<file path="src/rtl/qsteer_pkg.sv">
package qsteer_pkg;

    // Mode code equals {reference negative, error sign}
    typedef enum logic [1:0] {
        MODE_FWD_POS = 2'b00,
        MODE_REV_POS = 2'b01,
        MODE_REV_NEG = 2'b10,
        MODE_FWD_NEG = 2'b11
    } qmode_e;

    function automatic qmode_e decode_mode(input logic ref_neg, input logic err_neg);
        qmode_e m;
        case ({ref_neg, err_neg})
            2'b00:   m = MODE_FWD_POS;
            2'b01:   m = MODE_REV_POS;
            2'b11:   m = MODE_FWD_NEG;
            default: m = MODE_REV_NEG;
        endcase
        return m;
    endfunction

    // Gate that carries the pulse in a given mode: [0]=primary, [1]=p-side, [2]=n-side
    function automatic logic [2:0] pulse_gate(input qmode_e m);
        logic [2:0] g;
        case (m)
            MODE_FWD_POS, MODE_FWD_NEG: g = 3'b001;
            MODE_REV_POS:               g = 3'b100;
            default:                    g = 3'b010;
        endcase
        return g;
    endfunction

    // Gate that rectifies in a given mode (same bit order)
    function automatic logic [2:0] rect_gate(input qmode_e m);
        logic [2:0] g;
        case (m)
            MODE_FWD_POS: g = 3'b010;
            MODE_FWD_NEG: g = 3'b100;
            default:      g = 3'b000;
        endcase
        return g;
    endfunction

endpackage

</file>
<file path="src/rtl/qsteer_ramp.sv">
module qsteer_ramp #(
    parameter int W = 8
) (
    input  logic         clk_i,
    input  logic         rst_ni,
    output logic [W-1:0] cnt_o,
    output logic         falling_o,
    output logic         peak_o,
    output logic         wrap_o,
    output logic         rise_body_o
);
    localparam logic [W-1:0] TOP = '1;

    typedef struct packed {
        logic [W-1:0] cnt;
        logic         down;
    } ramp_s;

    ramp_s ramp_d, ramp_q;

    always_comb begin
        ramp_d = ramp_q;
        if (!ramp_q.down) begin
            if (ramp_q.cnt == TOP) ramp_d.down = 1'b1;
            else                   ramp_d.cnt  = ramp_q.cnt + 1'b1;
        end else begin
            if (ramp_q.cnt == '0)  ramp_d.down = 1'b0;
            else                   ramp_d.cnt  = ramp_q.cnt - 1'b1;
        end
    end

    always_ff @(posedge clk_i or negedge rst_ni) begin
        if (!rst_ni) ramp_q <= '0;
        else         ramp_q <= ramp_d;
    end

    assign cnt_o       = ramp_q.cnt;
    assign falling_o   = ramp_q.down;
    assign peak_o      = !ramp_q.down && (ramp_q.cnt == TOP);
    assign wrap_o      = ramp_q.down && (ramp_q.cnt == '0);
    assign rise_body_o = !ramp_q.down && (ramp_q.cnt != '0);

endmodule

</file>
<file path="src/rtl/qsteer_pwm.sv">
module qsteer_pwm #(
    parameter int W = 8
) (
    input  logic         clk_i,
    input  logic         rst_ni,
    input  logic         en_i,
    input  logic         ilim_i,
    input  logic [W-1:0] mag_i,
    input  logic [W-1:0] cnt_i,
    input  logic         falling_i,
    input  logic         wrap_i,
    output logic         pwm_o
);
    typedef struct packed {
        logic pwm;
        logic blk;
    } pwm_s;

    pwm_s pwm_d, pwm_q;
    logic start;

    always_comb begin
        pwm_d = pwm_q;
        // limit seen in this period keeps the pulse from starting until the period wraps
        pwm_d.blk = !wrap_i && (pwm_q.blk || ilim_i);
        start     = (cnt_i < mag_i) && !pwm_q.blk && !ilim_i;
        pwm_d.pwm = en_i && falling_i && (pwm_q.pwm || start);
    end

    always_ff @(posedge clk_i or negedge rst_ni) begin
        if (!rst_ni) pwm_q <= '0;
        else         pwm_q <= pwm_d;
    end

    assign pwm_o = pwm_q.pwm;

endmodule

</file>
<file path="src/rtl/qsteer_route.sv">
module qsteer_route
    import qsteer_pkg::*;
#(
    parameter int W = 8
) (
    input  logic         clk_i,
    input  logic         rst_ni,
    input  logic         en_i,
    input  logic         ref_neg_i,
    input  logic         err_neg_i,
    input  logic [W-1:0] mag_i,
    input  logic         peak_i,
    input  logic         rise_body_i,
    input  logic         pwm_i,
    output logic [1:0]   mode_o,
    output logic         gd1_o,
    output logic         gd2_n_o,
    output logic         gd3_o,
    output logic         rgood_o
);
    localparam logic [W-1:0] TOP = '1;

    typedef struct packed {
        qmode_e     mode;
        logic [2:0] rect;
        logic       rgood;
    } route_s;

    route_s rt_d, rt_q;
    logic [2:0] act;

    always_comb begin
        rt_d = rt_q;
        if (peak_i) rt_d.mode = decode_mode(ref_neg_i, err_neg_i);
        rt_d.rect  = (en_i && rise_body_i) ? rect_gate(rt_q.mode) : 3'b000;
        rt_d.rgood = (mag_i != '0) && (mag_i != TOP);
    end

    always_ff @(posedge clk_i or negedge rst_ni) begin
        if (!rst_ni) begin
            rt_q.mode  <= MODE_REV_POS;
            rt_q.rect  <= 3'b000;
            rt_q.rgood <= 1'b0;
        end else begin
            rt_q <= rt_d;
        end
    end

    for (genvar g = 0; g < 3; g++) begin : g_gate
        assign act[g] = (pwm_i && pulse_gate(rt_q.mode)[g]) || rt_q.rect[g];
    end

    assign mode_o  = rt_q.mode;
    assign gd1_o   = act[0];
    assign gd2_n_o = ~act[1];
    assign gd3_o   = act[2];
    assign rgood_o = rt_q.rgood;

endmodule

</file>
<file path="src/rtl/qsteer_top.sv">
module qsteer_top #(
    parameter int MAG_W = 8
) (
    input  logic             clk_i,
    input  logic             rst_ni,
    input  logic             en_i,
    input  logic             ref_neg_i,
    input  logic             err_neg_i,
    input  logic [MAG_W-1:0] mag_i,
    input  logic             ilim_i,
    output logic             gd1_o,
    output logic             gd2_n_o,
    output logic             gd3_o,
    output logic             rgood_o
);
    logic [MAG_W-1:0] cnt_w;
    logic falling_w, peak_w, wrap_w, rise_body_w, pwm_w;
    logic [1:0] mode_w;

    qsteer_ramp #(.W(MAG_W)) u_ramp (
        .clk_i       (clk_i),
        .rst_ni      (rst_ni),
        .cnt_o       (cnt_w),
        .falling_o   (falling_w),
        .peak_o      (peak_w),
        .wrap_o      (wrap_w),
        .rise_body_o (rise_body_w)
    );

    qsteer_pwm #(.W(MAG_W)) u_pwm (
        .clk_i     (clk_i),
        .rst_ni    (rst_ni),
        .en_i      (en_i),
        .ilim_i    (ilim_i),
        .mag_i     (mag_i),
        .cnt_i     (cnt_w),
        .falling_i (falling_w),
        .wrap_i    (wrap_w),
        .pwm_o     (pwm_w)
    );

    qsteer_route #(.W(MAG_W)) u_route (
        .clk_i       (clk_i),
        .rst_ni      (rst_ni),
        .en_i        (en_i),
        .ref_neg_i   (ref_neg_i),
        .err_neg_i   (err_neg_i),
        .mag_i       (mag_i),
        .peak_i      (peak_w),
        .rise_body_i (rise_body_w),
        .pwm_i       (pwm_w),
        .mode_o      (mode_w),
        .gd1_o       (gd1_o),
        .gd2_n_o     (gd2_n_o),
        .gd3_o       (gd3_o),
        .rgood_o     (rgood_o)
    );

endmodule

</file>
<file path="config.mk">
export PLATFORM = sky130hd
export DESIGN_NAME = qsteer_top
export DESIGN_NICKNAME = d
export VERILOG_FILES = /design/src/rtl/qsteer_pkg.sv /design/src/rtl/qsteer_ramp.sv /design/src/rtl/qsteer_pwm.sv /design/src/rtl/qsteer_route.sv /design/src/rtl/qsteer_top.sv
export SDC_FILE = /design/constraint.sdc
export NUM_CORES = 1
export LEC_CHECK = 0
export BUFFER_PORTS_ARGS = -buffer_cell sky130_fd_sc_hd__buf_2
export CORE_MARGIN = 1
export CORE_UTILIZATION = 45
export CTS_BUF_LIST = sky130_fd_sc_hd__clkbuf_16
export DETAILED_ROUTE_END_ITERATION = 12
export PLACE_DENSITY = 0.64
export REMOVE_ABC_BUFFERS = 1
export SLEW_MARGIN = 20
export SYNTH_ARGS = -nofsm -noshare
export SYNTH_HDL_FRONTEND = slang
export SYNTH_SLANG_ARGS = --single-unit
</file>
<file path="constraint.sdc">
create_clock -name clk_i -period 2.2 [get_ports clk_i]
set_clock_uncertainty 0.2 [all_clocks]
set_input_delay 0.11 -clock clk_i [delete_from_list [all_inputs] [get_ports clk_i]]
set_output_delay 0.11 -clock clk_i [all_outputs]
set_load 0.01 [all_outputs]
</file>
# Word-level counts from Yosys, hierarchy flattened
# Index checks and enable logic that the tools add are counted.
word_totals:
  inputBits: 14
  elab_cells: 57
  register_bits: 17
classes:
  bitwise: 1
  n_lt_le_gt_ge: 1
  n_mux: 9
  eq_ne: 8
  reduce_logical: 29
  n_addsub: 2
op_table:
  columns: ["op", "n"]
  rows:
  - ["8-bit 2-to-1 mux", 2]
  - ["8-bit nonzero test", 2]
  - ["1-bit logical AND", 13]
  - ["3-bit case mux with 2 select lines", 2]
  - ["9-bit 2-to-1 mux", 1]
  - ["8-bit by 1-bit adder with 8-bit output (second input constant)", 1]
  - ["8-bit == test (second input constant)", 1]
  - ["8-bit logical NOT", 1]
  - ["8-bit < comparator", 1]
  - ["8-bit inequality test (second input constant)", 1]
  - ["8-bit by 1-bit subtractor with 8-bit output (second input constant)", 1]
  - ["2-bit case mux with 3 select lines", 1]
  - ["1-bit logical OR", 5]
  - ["2-bit by 1-bit == test with 1-bit output (second input constant)", 2]
  - ["2-bit == test (second input constant)", 2]
  - ["1-bit logical NOT", 4]
  - ["2-bit logical NOT", 2]
  - ["3-bit 2-to-1 mux", 1]
  - ["1-bit 2-to-1 mux", 2]
  - ["2-bit by 1-bit inequality test with 1-bit output (second input constant)", 1]
  - ["2-bit inequality test (second input constant)", 1]
  - ["2-bit AND reduction", 1]
  - ["2-bit OR reduction", 1]
  - ["1-bit NOT", 1]

# Logic depth before layout (Yosys ltp)
# Gate-level depths: netlist of run 1.
depth:
  ltp_word: 6
  mapped_depth: 7
  mapped_depth_nobuf: 7

# By module
# A second synthesis of run 1 with hierarchy kept.
unflattened:
  hier_cells: 125
  area_unflattened_um2: 1191.1
modules_own_cells:
  columns: ["mod", "cells_per_inst", "area_each_um2", "instances"]
  rows:
  - ["qsteer_ramp", 65, 640.6, 1]
  - ["qsteer_route", 28, 294.0, 1]
  - ["qsteer_pwm", 32, 256.5, 1]

# Least setup slack after synthesis of run 1
# OpenSTA, ideal clock, no wires.
synth_path:
  path_kind: "reg2reg"
  startpoint: "register u_ramp.ramp_q (netlist bit u_ramp.falling_o)"
  endpoint: "register u_ramp.ramp_q (netlist bit u_ramp.cnt_o[6])"
  path_slack_ps: 310
  path_stages_with_launch: 8
  arrival_time_ps: 1554
  setup_time_ps: 136
  path_cell_list: "dfrtp_1 > inv_1 > fa_1 > nand2b_1 > a21oi_1 > o21ai_0 > a21oi_1 > nor3_2"
synth_via:
  elab_chain_cells: 2
synth_lines:
  columns: ["item", "line_no", "source"]
  rows:
  - ["start: declaration", "qsteer_ramp.sv:19", "ramp_s ramp_d, ramp_q;"]
  - ["start signal: assignment", "qsteer_ramp.sv:34", "else ramp_q <= ramp_d;"]
  - ["2-bit by 1-bit inequality test with 1-bit output (no source line) / 2-bit inequality test (equally long branches)", null, null]
  - ["2-bit AND reduction (no source line)", null, null]
# Parallel ways exist; a longest one is shown, timed or not.
# A chain may end at the register's enable or synchronous reset.

# Worst setup path after layout of run 1
layout_path:
  startpoint: "register u_ramp.ramp_q (netlist bit u_ramp.falling_o)"
  endpoint: "register u_ramp.ramp_q (netlist bit u_ramp.cnt_o[7])"
# The elaborated chain is that of the path after synthesis.

==> results.cfg, run 1 <==
[global_routing]
antenna_found_initial = 0
grt_use_total = 0.2319
grtUsageMet3 = 0.03768
grtUsageMet1 = 0.2671
grt_max_degree = 17
grt_pass1_vias = 1024
gr-usage-met2 = 0.4030
busiest_layer = met2
overflow = 0
grt_pass1_wl_um = 4526

[floorplanning]
start_util = 0.4965
dieArea_mm2 = 0.002764
core-area_mm2 = 0.002318
dieHeight_um = 52.58
dieWidth_um = 52.58
io-pin-count = 18
rows = 17

[setup_path]
rr_worst_depth = 6
r2r_setup_slack_ps = 120
arrival_ps = 2000
rr_startpoint = u_ramp.falling_o
r2r_end = u_ramp.cnt_o[7]
worstSetupEndpointType = register
cp_max_fo = 10
crit_required_ps = 2120
critPathKind = reg -> reg
cp-start-kind = register

[hold_path]
min_path_type = in -> reg
whs_path_depth = 4
hold_end = u_route.rgood_o
hp-start = mag_i[5]

[timing]
drv_slew = 0
finalSetupViolCount = 0
fmax_mhz = 479.9
holdWs_ps = 51.90
fin_crit_sh = 0.9471
worstMarginPinSlew_ps = 376.8
period_needed_ps = 2084
hold_violations = 0
rsz0062_at_grt = no
timing.slew.headroom = 0.7488

[routing]
routed_wl_um = 2787
drtPass1Iterations = 4
wl_per_cell_um = 15.48
routed_via_density = 5.683
drt_iter0_drc = 19
ant_nets = 0
drc_errors = 0
vias = 1023

[logic_synthesis]
ys_ff_latch = 16
avgSynthCellArea_um2 = 9.513
synth_ff_type = dfrtp_1
synthesis.area_mm2 = 0.001151
synth_most_common_cell = ha_1
ys_top_cells_by_count = ha_1 (17), dfrtp_1 (15), inv_1 (14), a21oi_1 (12), o21ai_0 (9)
ys_seq_area_frac = 0.3489
syn_inst = 121
synth_cell_types = 27
synth-edff-count = 0
ys_warn_count = 0
synth.area.top_cells = dfrtp_1 (33%), ha_1 (18%), a21oi_1 (5.2%)
synth_top_area_frac = 0.3261
synth-async-reset-ratio = 1.000
synth_top_area_cell = dfrtp_1

[power]
power_density_mw_per_mm2 = 490.6
irDropWorstVdd_uv = 363.4
p_leak_nw = 0.7272

[layout]
layout.nets = 185
syn_to_final_growth_pct = 27.17
diodes = 0
final_util = 0.6314
layout.cells.non_filler = 180
fillers = 198
drive_above_1_share = 0.1908

[cts]
postCtsSetupRepairBufs = 0
cts_tree = done
clk_pin_slew_ps = 50
cts_buffer_depth = 2
insertion_delay_ps = 250
clkSinkCount = 16
cts_max_level = 1
cts_inserted_buffers = 3
root_buffer = clkbuf_16

[place]
finalWeightedCongestion = 0.8557
numPortBuffers = 17
dp.cells = 167
dp_hpwl_um = 2044

[flow_run]
drv_cap = 0

[outcome]
status = complete, no violations
==> registers in the layout, summed over array words and instances (netlist names) <==
name / flops
u_route.rgood_o: 1
u_ramp.cnt_o: 8
u_pwm.pwm_o: 1
u_route.rt_q: 2
u_ramp.falling_o: 1
u_route.mode_o: 2
u_pwm.pwm_q: 1
==> how the worst max path moves through the flow <==
stage | start | to | slack [ps] | cells past startpoint
6_report | u_ramp.falling_o | u_ramp.cnt_o[7] | 120 | 6
4_1_cts | u_ramp.cnt_o[5] | u_pwm.pwm_o | 3 | 6
3_5_place_dp | u_ramp.cnt_o[5] | u_pwm.pwm_o | -50 | 6
3_3_place_gp | u_ramp.cnt_o[5] | u_pwm.pwm_o | 50 | 6
5_1_grt | u_ramp.cnt_o[5] | u_pwm.pwm_o | 30 | 6
2_1_floorplan | u_ramp.falling_o | u_ramp.cnt_o[6] | 310 | 7
==> cells in the final DEF (no fill, tap or decap), types with 2 or more instances in the layout <==
cell type,instances
mux2_4,2
nand2_1,8
xor2_1,5
nor4_1,4
ha_1,17
o21ai_0,8
buf_2,17
nand4_1,3
inv_1,14
a21oi_1,12
nor2_1,6
clkbuf_16,3
a21o_1,5
and4_1,3
nand2b_1,3
dlygate4sd3_1,9
dfrtp_1,14
buf_4,2
a211oi_1,3
==> worst max-delay path, cell delays in order, from the launching register on <==
cell and delay, ps:
dfrtp_2 480, ha_1 370, a211oi_1 270, o21ai_0 170
o211ai_1 200, o31ai_1 110, xor2_1 150
==> area by class of cell <==
cell class | count | area, um^2 | area share
Clock buffer | 3 | 75.07 | 0.05128
Clock inverter | 1 | 3.754 | 0.002564
Inverter | 14 | 52.55 | 0.03590
Multi-Input combinational cell | 90 | 704.4 | 0.4812
Sequential cell | 16 | 402.9 | 0.2752
Tap cell | 28 | 35.03 | 0.02393
Timing Repair Buffer | 28 | 190.2 | 0.1299
==> per-stage QoR <==
step	cell area, um^2	setup slack, ps	TNS, ps	total power, W
final	1464	116.4	0	0.0007181
after global routing	1464	33.46	0	0.0007444
after CTS	1445	2.601	0	0.0007203
after detailed placement	1275	-47.84	-47.84	0.0003555
after global placement	1275	45.56	0	0.0003523
after floorplan	1140	309.6	0	0.0003258
==> timing repair <==
| action | 4_1_cts | 5_1_grt |
|---|---|---|
| hold buffers | 9 | 0 |
| endpoints found under the setup margin | 1 | 3 |
| gates resized for setup | 1 | 4 |
| pin swaps | 0 | 0 |
| hold endpoints to repair | 23 | 0 |
| gates cloned | 0 | 0 |
==> metal layers <==
layer	up-vias	part of all wire	wire length, um
li1	504	-	-
met1	485	0.44	1219
met4	0	0.030	83
met5	-	0	0
met3	8	0.037	104
met2	26	0.50	1380
==> power breakdown <==
part | internal [W] | total [W] | switching (W)
combinational | 0.0000320 | 0.0000626 | 0.0000306
sequential | 0.000299 | 0.000302 | 0.00000294
clock | 0.000241 | 0.000354 | 0.000112
total | 0.000572 | 0.000718 | 0.000146
==> logic make-up (layout without fill, tap and decap cells) <==
kind of cell               Yosys count  in the layout  share of synthesized area
adders and majority gates           18             18                     0.2022
xor gates and xnor gates             5              5                    0.03804
muxes                                2              2                    0.02609
buffers and inverters               15             46                    0.05543
AOI/OAI and AO/OA                   33             33                     0.1707
and+or+nand+nor                     32             32                     0.1587
DFF                                 16             16                     0.3489
(Power assumes the default switching activity.)
==> run 2: changes to the inputs <==
- CORE_MARGIN: 1 -> 3
- RECOVER_POWER: default -> 50
==> run 2 against run 1 <==
Effect of this change:
- worst hold slack worse by 13 ps
- non-clock buffer count is the same
- utilization is 0.81 points lower
- fmax up 0.13%
- critical path type unchanged
==> results.cfg, run 2 (synthesized netlist as in run 1, its figures left out) <==
[global_routing]
grt_pass1_wl_um = 4802
grt_max_degree = 17
grt_use_total = 0.1927
overflow = 0
grt_pass1_vias = 1049
antenna_found_initial = 0

[outcome]
status = complete, no violations

[place]
dp.cells = 167
dp_slack_ps = -48.68
finalWeightedCongestion = 0.8299
numPortBuffers = 17
dp_hpwl_um = 2024

[floorplanning]
rows = 17
dieWidth_um = 56.58
core-area_mm2 = 0.002318
start_util = 0.4965
dieArea_mm2 = 0.003201
dieHeight_um = 56.58
io-pin-count = 18

[setup_path]
worstSetupEndpointType = register
critPathKind = reg -> reg
crit_required_ps = 2170
rr_startpoint = u_ramp.cnt_o[5]
cp_max_fo = 4
arrival_ps = 2050
cp-start-kind = register
crit_path_start = u_ramp.cnt_o[5]

[layout]
diodes = 0
layout_common_cells = ha_1 (17), buf_2 (15), inv_1 (14), dfrtp_1 (14), a21oi_1 (12)
final_util = 0.6233
layout_commonest_cell = ha_1
layout.cells.non_filler = 180
layout.nets = 185
fillers = 208
largest_register_ffs = 8
syn_to_final_growth_pct = 25.54
drive_above_1_share = 0.1711

[timing]
fin_ws_ps = 119.1
timing.slew.headroom = 0.3651
holdWs_ps = 38.87
worstMarginPinSlew_ps = 952.4
hold_violations = 0
period_needed_ps = 2081
fin_crit_sh = 0.9459
drv_slew = 0
fmax_mhz = 480.6
rsz0062_at_grt = no
finalSetupViolCount = 0

[routing]
drc_errors = 0
routed_wl_um = 2707
ant_nets = 0
drtPass1Iterations = 4
vias = 990
drt_iter0_drc = 69
routed_via_density = 5.500
wl_per_cell_um = 15.04

[cts]
cts_inserted_buffers = 3
root_buffer = clkbuf_16
cts_tree = done
cts_max_level = 1
cts_buffer_depth = 2
clkSinkCount = 16
clk_pin_slew_ps = 50
insertion_delay_ps = 250

[power]
p_leak_nw = 0.7213
irDropWorstVdd_uv = 389.2
power_w = 0.0007273
power_density_mw_per_mm2 = 503.2

[flow_run]
drv_cap = 0

[hold_path]
hp-start = mag_i[5]
min_path_type = in -> reg
==> run 2: through the flow <==
stage          cell area (um^2)  TNS [ps]
6_report                   1445         0
5_1_grt                    1445         0
4_1_cts                    1450         0
3_5_place_dp               1275    -48.68
2_1_floorplan              1140         0
3_3_place_gp               1275         0
==> run 2: cell type report <==
cell class              instances  area [um^2]  share of cell area
clock inverters                 1        3.754            0.002597
repair buffers                 28        187.7              0.1299
multi-input cells              90        688.2              0.4762
flip-flops and latches         16        402.9              0.2788
well taps                      28        35.03             0.02424
clock buffers                   3        75.07             0.05195
inverters                      14        52.55             0.03636
==> run 2: power breakdown <==
group,internal [W],switching (W),leakage (nW),total [W]
sequential,0.000299,0.00000266,0.190,0.000301
clock,0.000242,0.000124,0.0385,0.000366
combinational,0.0000313,0.0000284,0.493,0.0000597
==> run 2: timing repair <==
| action | in CTS | in global routing |
|---|---|---|
| setup buffers | 0 | 0 |
| setup endpoints to repair | 1 | 2 |
| gates resized for setup | 2 | 2 |
| gates cloned | 0 | 0 |
| hold endpoints to repair | 23 | 0 |
| hold buffers | 9 | 0 |
==> run 2: routing by layer <==
| metal | track usage | share of wire | wire length, um |
|---|---|---|---|
| met1 | 0.2401 | 0.45 | 1217 |
| met2 | 0.3267 | 0.49 | 1329 |
| met3 | 0.02989 | 0.041 | 110 |
| met4 | 0.08136 | 0.018 | 48 |
| met5 | 0 | 0 | 0 |
==> run 2: worst max-delay path: stages, from the launching register on <==
cell       delay, ps
dfrtp_1          430
ha_1             310
a21o_1           190
a21o_1           180
a2111oi_2        390
o21ai_1          130
a21oi_1          170
==> run 2: final timing paths <==
check / endpoint / slack [ps] / depth (start not counted)
setup / recovery: u_pwm.pwm_o / 120 / 6
hold / removal: u_route.rgood_o / 40 / 4
setup reg to reg: u_pwm.pwm_o / 120 / 6
hold reg to reg: u_ramp.cnt_o[7] / 320 / 1
max in group asynchronous: u_ramp.falling_o / 830 / 2
min in group asynchronous: u_ramp.cnt_o[4] / 320 / 2
